<file path="config.mk">
export PLATFORM = sky130hd
export DESIGN_NAME = enc_cmp_home
export DESIGN_NICKNAME = d
export VERILOG_FILES = /design/src/rtl/enc_cmp_pkg.sv /design/src/rtl/enc_cmp_dp.sv /design/src/rtl/enc_cmp_ctl.sv /design/src/rtl/enc_cmp_home.sv
export SDC_FILE = /design/constraint.sdc
export NUM_CORES = 1
export LEC_CHECK = 0
export BUFFER_PORTS_ARGS = -buffer_cell sky130_fd_sc_hd__buf_2
export CORE_ASPECT_RATIO = 1.75
export CORE_MARGIN = 2
export CORE_UTILIZATION = 30
export DETAILED_ROUTE_END_ITERATION = 10
export PLACE_DENSITY = 0.87
export SLEW_MARGIN = 10
export SYNTH_ARGS = -nofsm -noshare
export SYNTH_HDL_FRONTEND = slang
export SYNTH_SLANG_ARGS = --single-unit
</file>
<file path="constraint.sdc">
create_clock -name clk -period 1.45 [get_ports clk]
set_input_delay 0.29 -clock clk [delete_from_list [all_inputs] [get_ports clk]]
set_output_delay 0.29 -clock clk [all_outputs]
set_load 0.01 [all_outputs]
</file>
<file path="src/rtl/enc_cmp_pkg.sv">
package enc_cmp_pkg;
  localparam int HOME_MODES = 4;

  // Per-cycle observations sent from the datapath to the control.
  typedef struct packed {
    logic phaseEq;
    logic zEq;
    logic dirEq;
    logic dirNeg;
    logic hRise;
    logic hFall;
  } cmpStrobe_t;
endpackage

</file>
<file path="src/rtl/enc_cmp_dp.sv">
module enc_cmp_dp
  import enc_cmp_pkg::*;
#(
  parameter int PH_W = 21,
  parameter int Z_W  = 32
) (
  input  logic            clk,
  input  logic            rstN,
  input  logic [PH_W-1:0] phaseCount,
  input  logic [Z_W-1:0]  zCount,
  input  logic            dirIn,
  input  logic            homeIn,
  input  logic [PH_W-1:0] phaseTarget,
  input  logic [Z_W-1:0]  zTarget,
  input  logic            dirTarget,
  output cmpStrobe_t      strobe
);
  logic hPrev;

  always_ff @(posedge clk or negedge rstN) begin
    if (!rstN) hPrev <= 1'b0;
    else       hPrev <= homeIn;
  end

  always_comb begin
    strobe.phaseEq = (phaseCount == phaseTarget);
    strobe.zEq     = (zCount == zTarget);
    strobe.dirEq   = (dirIn == dirTarget);
    strobe.dirNeg  = dirIn;
    strobe.hRise   = homeIn & ~hPrev;
    strobe.hFall   = ~homeIn & hPrev;
  end

  AST_EDGE_FROM_LEVELS: assert property (@(posedge clk) disable iff (!rstN)
    strobe.hRise |-> !$past(homeIn));
endmodule

</file>
<file path="src/rtl/enc_cmp_ctl.sv">
module enc_cmp_ctl
  import enc_cmp_pkg::*;
(
  input  logic                  clk,
  input  logic                  rstN,
  input  cmpStrobe_t            strobe,
  input  logic                  zCmpOff,
  input  logic                  dirCmpOff,
  input  logic [HOME_MODES-1:0] homeEnable,
  output logic                  matchPulse,
  output logic                  homePulse
);
  logic                  condNow;
  logic                  condPrev;
  logic [HOME_MODES-1:0] modeHit;

  assign condNow = strobe.phaseEq & (zCmpOff | strobe.zEq) & (dirCmpOff | strobe.dirEq);

  // Modes 0,1 use the rising edge and modes 2,3 the falling edge. Odd modes need negative rotation.
  for (genvar m = 0; m < HOME_MODES; m++) begin : g_mode
    localparam bit USE_RISE = (m < HOME_MODES / 2);
    localparam bit NEED_NEG = (m % 2) == 1;
    logic edgeSeen;
    assign edgeSeen   = USE_RISE ? strobe.hRise : strobe.hFall;
    assign modeHit[m] = homeEnable[m] & edgeSeen & (strobe.dirNeg == NEED_NEG);
  end

  always_ff @(posedge clk or negedge rstN) begin
    if (!rstN) begin
      condPrev   <= 1'b0;
      matchPulse <= 1'b0;
      homePulse  <= 1'b0;
    end else begin
      condPrev   <= condNow;
      matchPulse <= condNow & ~condPrev;
      homePulse  <= |modeHit;
    end
  end

  AST_MATCH_ONE_CYCLE: assert property (@(posedge clk) disable iff (!rstN)
    matchPulse |=> !matchPulse);

  AST_HOME_NEEDS_ENABLE: assert property (@(posedge clk) disable iff (!rstN)
    homePulse |-> ($past(homeEnable) != '0));
endmodule

</file>
<file path="src/rtl/enc_cmp_home.sv">
module enc_cmp_home
  import enc_cmp_pkg::*;
#(
  parameter int PH_W = 21,
  parameter int Z_W  = 32
) (
  input  logic                  clk,
  input  logic                  rstN,
  input  logic [PH_W-1:0]       phaseCount,
  input  logic [Z_W-1:0]        zCount,
  input  logic                  dirIn,
  input  logic                  homeIn,
  input  logic [PH_W-1:0]       phaseTarget,
  input  logic [Z_W-1:0]        zTarget,
  input  logic                  zCmpOff,
  input  logic                  dirCmpOff,
  input  logic                  dirTarget,
  input  logic [HOME_MODES-1:0] homeEnable,
  output logic                  matchPulse,
  output logic                  homePulse
);
  cmpStrobe_t strobe;

  enc_cmp_dp #(.PH_W(PH_W), .Z_W(Z_W)) u_dp (
    .clk(clk), .rstN(rstN), .phaseCount(phaseCount), .zCount(zCount),
    .dirIn(dirIn), .homeIn(homeIn), .phaseTarget(phaseTarget),
    .zTarget(zTarget), .dirTarget(dirTarget), .strobe(strobe)
  );

  enc_cmp_ctl u_ctl (
    .clk(clk), .rstN(rstN), .strobe(strobe), .zCmpOff(zCmpOff),
    .dirCmpOff(dirCmpOff), .homeEnable(homeEnable),
    .matchPulse(matchPulse), .homePulse(homePulse)
  );

  AST_MATCH_PHASE: assert property (@(posedge clk) disable iff (!rstN)
    matchPulse |-> ($past(phaseCount) == $past(phaseTarget)));

  AST_MATCH_ZCNT: assert property (@(posedge clk) disable iff (!rstN)
    matchPulse |-> ($past(zCmpOff) || ($past(zCount) == $past(zTarget))));

  AST_MATCH_DIR: assert property (@(posedge clk) disable iff (!rstN)
    matchPulse |-> ($past(dirCmpOff) || ($past(dirIn) == $past(dirTarget))));

  AST_HOME_ON_EDGE: assert property (@(posedge clk) disable iff (!rstN)
    homePulse |-> ($past(homeIn) != $past(homeIn, 2)));
endmodule

</file>
**Word level (Yosys, flattened, before mapping)**

Index checks and enable logic that the tools add are counted.

- Flip-flop bits (word level): 4
- Bits of input ports: 117
- Output and inout port bits: 2
- Logic and storage cells: 27

- Equality and inequality tests: 3
- Bitwise logic cells: 19
- Reduce and logical (&&, ||, !) cells: 1

Operators by type and width:

| kind | number |
|---|---|
| $eq A32 B32 Y1 | 1 |
| $eq A21 B21 Y1 | 1 |
| $and A1 B1 Y1 | 13 |
| $not A1 Y1 | 4 |
| $reduce_or A4 Y1 | 1 |
| $or A1 B1 Y1 | 2 |
| $eq A1 B1 Y1 | 1 |

**Longest topological paths before layout**

- Word-level depth: 5
- Depth in mapped cells: 5
- Gate-level depth less buffers: 5

**Hierarchy**

A second synthesis with hierarchy kept.

- Cells, all modules: 84
- Area, all modules: 757.0 um^2

By module, submodules not included:

| module | times used | cells each | area an instance (um^2) | sequential area each (um^2) |
|---|---|---|---|---|
| enc_cmp_dp | 1 | 76 | 633.1 | 25.0 |
| enc_cmp_ctl | 1 | 8 | 123.9 | 75.1 |

**Least setup slack after synthesis**

No wires, ideal clock.

- Path kind: input to register
- Start: in zTarget[8]
- End: reg u_ctl.matchPulse
- Setup time: 0.080 ns
- Arrival time: 1.033 ns
- Data required time: 1.370 ns
- Setup slack: 0.336 ns
- Stages on the path: 5
- Buffers on the path: 0
- Cells stage by stage: xnor2_1 -> nand4_1 -> nor4_1 -> a21oi_1 -> nor3_2

- Word-level cells in the longest chain between the ends: 5

RTL lines:

| what | line | text |
|---|---|---|
| start: declaration | enc_cmp_home.sv:14 | `input logic [Z_W-1:0] zTarget,` |
| $eq A32 B32 Y1 | enc_cmp_dp.sv:27 | `strobe.zEq = (zCount == zTarget);` |
| $or A1 B1 Y1 | enc_cmp_ctl.sv:17 | `assign condNow = strobe.phaseEq & (zCmpOff \| strobe.zEq) & (dirCmpOff \| strobe.dirEq);` |
| $and A1 B1 Y1 (2 in series) | enc_cmp_ctl.sv:17 |  |
| $and A1 B1 Y1 | enc_cmp_ctl.sv:35 | `matchPulse <= condNow & ~condPrev;` |
| end signal: assignment | enc_cmp_ctl.sv:35 |  |
| end: declaration | enc_cmp_ctl.sv:10 | `output logic matchPulse,` |

No other way between the ends.

**Worst setup path in the final report**

- Start: in zTarget[13]
- End: reg u_ctl.matchPulse

The elaborated chain is that of the path after synthesis.

==> results.ini <==
[cells_and_area]
register_area_um2=100
layout-drive-gt1-share=0.594
multiInputGateArea_um2=642
design_area_um2=1420
final_cell_mix=118 x buf_2, 47 x xnor2_1, 11 x nand4_1
area_delta_synth_final_pct=91.7
fin_nets=326
fillers=217
final_core_util=0.610
diodes=0
final_common_cell=buf_2

[pwr]
p_total_uw=693
p_seq_frac=0.169
switchingPower_uw=180
peakVddDrop_mv=0.315
swShare=0.261
clockPowerShare=0.327
p_int_uw=512
power_density_nw_per_um2=487
p_leak_uw=0.000711
combPwrFrac=0.504

[critical_path]
crit_required_ns=1.58
cp.arrival_ns=1.36
crit_chain=buf_2 > xnor2_1 > nand4_1 > nor4_1 > buf_4 > a21oi_1 > nor3_2
path_class=in2reg
end_kind=register
r2r_slack_ns=0.70
cp_max_fo=2
r2r_cells=2
reg2reg_from=u_dp.hPrev
r2r_end=u_ctl.homePulse
critPathLaunchType=input port
crit_path_top_delay_cell=nor4_1
max_stage_delay_ns=0.30

[floorplanning]
core_region_area_um2=2330
die_w_um=41.6
ioPinCount=119
die_h_um=69.8
dieArea_um2=2900
initial_utilization=0.318
rows=23

[global_routing]
grt_use_total=0.192
antenna_found_initial=0
grt_pass1_wl_um=4420
gr-total-overflow=0
grt_pass1_vias=1184
grt_max_degree=5

[hold_path]
hold_depth=1
worstHoldEndpoint=u_dp.hPrev
min-delay-start=homeIn
hold_class=in2reg

[detailed_routing]
via_per_inst=4.63
vias=1074
wl_per_cell_um=11.4
drt-pass1-iter-count=2
drt_iter0_drc=2
drcViolationCount=0
ant_nets=0
drt_wl_total_um=2650

[placed_design]
gp_congestion=0.683
hpwl_um=2510
dp_slack_ns=-0.0418
io_buffers=118
dpl_cell_area_um2=1370

[yosys]
synth_nets=201
synth-seq-cells=4
seq_area_frac_synth=0.135
synth_cell_types=14
synthCells=84
avgSynthCellArea_um2=8.83
synth_area_um2=742
yosys_warnings=0

[sta]
fin_ws_ns=0.222
hold_violations=0
setup_violations=0
relSlewSlack=0.791
min_period_ns=1.23
rsz0062_at_grt=no
tightest_slew_ns=0.310
fmax_mhz=814
finalCritPeriodShare=0.847
report.final.slew_viol_count=0
finalClockSkew_ns=0.0000386

[clock_tree]
cts_made_buffers=3
cts_sinks=4
cts.path.max_buffers=2
cts_tree=built
worstSkewPairLatency_ns=0.21
clockRootBuffer=clkbuf_8
cts-htree-levels=1
path_clk_slew_ns=0.03

[job]
maxCapViolCount=0

[outcome]
run_status=finished clean

## state kept, by name, summed over array words and instances, names as in the netlist
name and count:
u_ctl.homePulse 1, u_ctl.condPrev 1, u_dp.hPrev 1, u_ctl.matchPulse 1
## synthesized netlist by cell type, drive strengths merged
cell	count	area [um2]
a21oi	1	5.00
o22ai	1	6.26
xor2	7	61.3
nand2b	2	12.5
nor3	2	15.0
nor2	1	3.75
xnor2	47	412
o211ai	1	7.51
nand4	11	68.8
nor4	4	25.0
dfrtp	4	100
mux2i	2	20.0
nand3	1	5.00
## routing by layer
metal	global-route usage	up-vias	share of wire
li1	-	539	-
met1	0.142	433	0.29
met2	0.392	100	0.53
met3	0.0911	2	0.17
met4	0.0645	0	0.0072
met5	0	-	0
## power by group through the flow
stage | combinational [uW] | sequential, uW | clock [uW]
5_1_grt | 386 | 117 | 245
3_3_place_gp | 341 | 118 | 0
4_1_cts | 354 | 117 | 232
3_5_place_dp | 351 | 118 | 0
6_report | 349 | 117 | 226
2_1_floorplan | 147 | 119 | 0
## critical path, delay by kind of cell
family | cells | cell delay [ns]
AOI/OAI and AO/OA | 1 | 0.08
xor gates and xnor gates | 1 | 0.17
buffers and inverters | 2 | 0.26
and+or+nand+nor | 3 | 0.57
## final cells by class
| class | instances | area share |
|---|---|---|
| Clock buffer | 3 | 0.0290 |
| Multi-Input combinational cell | 80 | 0.451 |
| Sequential cell | 4 | 0.0704 |
| Tap cell | 25 | 0.0220 |
| Timing Repair Buffer | 120 | 0.427 |
## what timing repair did
| item | CTS | global route |
|---|---|---|
| hold buffers | 1 | 0 |
| resized for setup | 0 | 0 |
| endpoints found under the hold margin | 4 | 0 |
| buffers inserted | 0 | 0 |
## metrics by stage
| step | cells | TNS (ns) | hold WS, ns |
|---|---|---|---|
| floorplan | 84 | 0 | -0.00559 |
| global placement | 228 | -0.0288 | 0.0981 |
| detailed placement | 228 | -0.0418 | 0.0996 |
| CTS | 232 | 0 | 0.210 |
| global route | 232 | 0 | 0.214 |
| finish | 232 | 0 | 0.213 |
## worst max path at each step
stage                 from               end  slack [ns]  cells after the start
2_1_floorplan   zTarget[8]  u_ctl.matchPulse        0.34                      5
3_3_place_gp   zTarget[13]  u_ctl.matchPulse       -0.03                      7
3_5_place_dp   zTarget[18]  u_ctl.matchPulse       -0.04                      6
4_1_cts        zTarget[18]  u_ctl.matchPulse        0.17                      6
5_1_grt        zTarget[13]  u_ctl.matchPulse        0.07                      7
6_report       zTarget[13]  u_ctl.matchPulse        0.22                      7
## cell families after synthesis
logic type / synth area share
AO/OA/AOI/OAI: 0.0253
XOR/XNOR: 0.637
flip-flops: 0.135
multiplexers: 0.0270
AND/OR/NAND/NOR: 0.175
(Power assumes the default switching activity.)
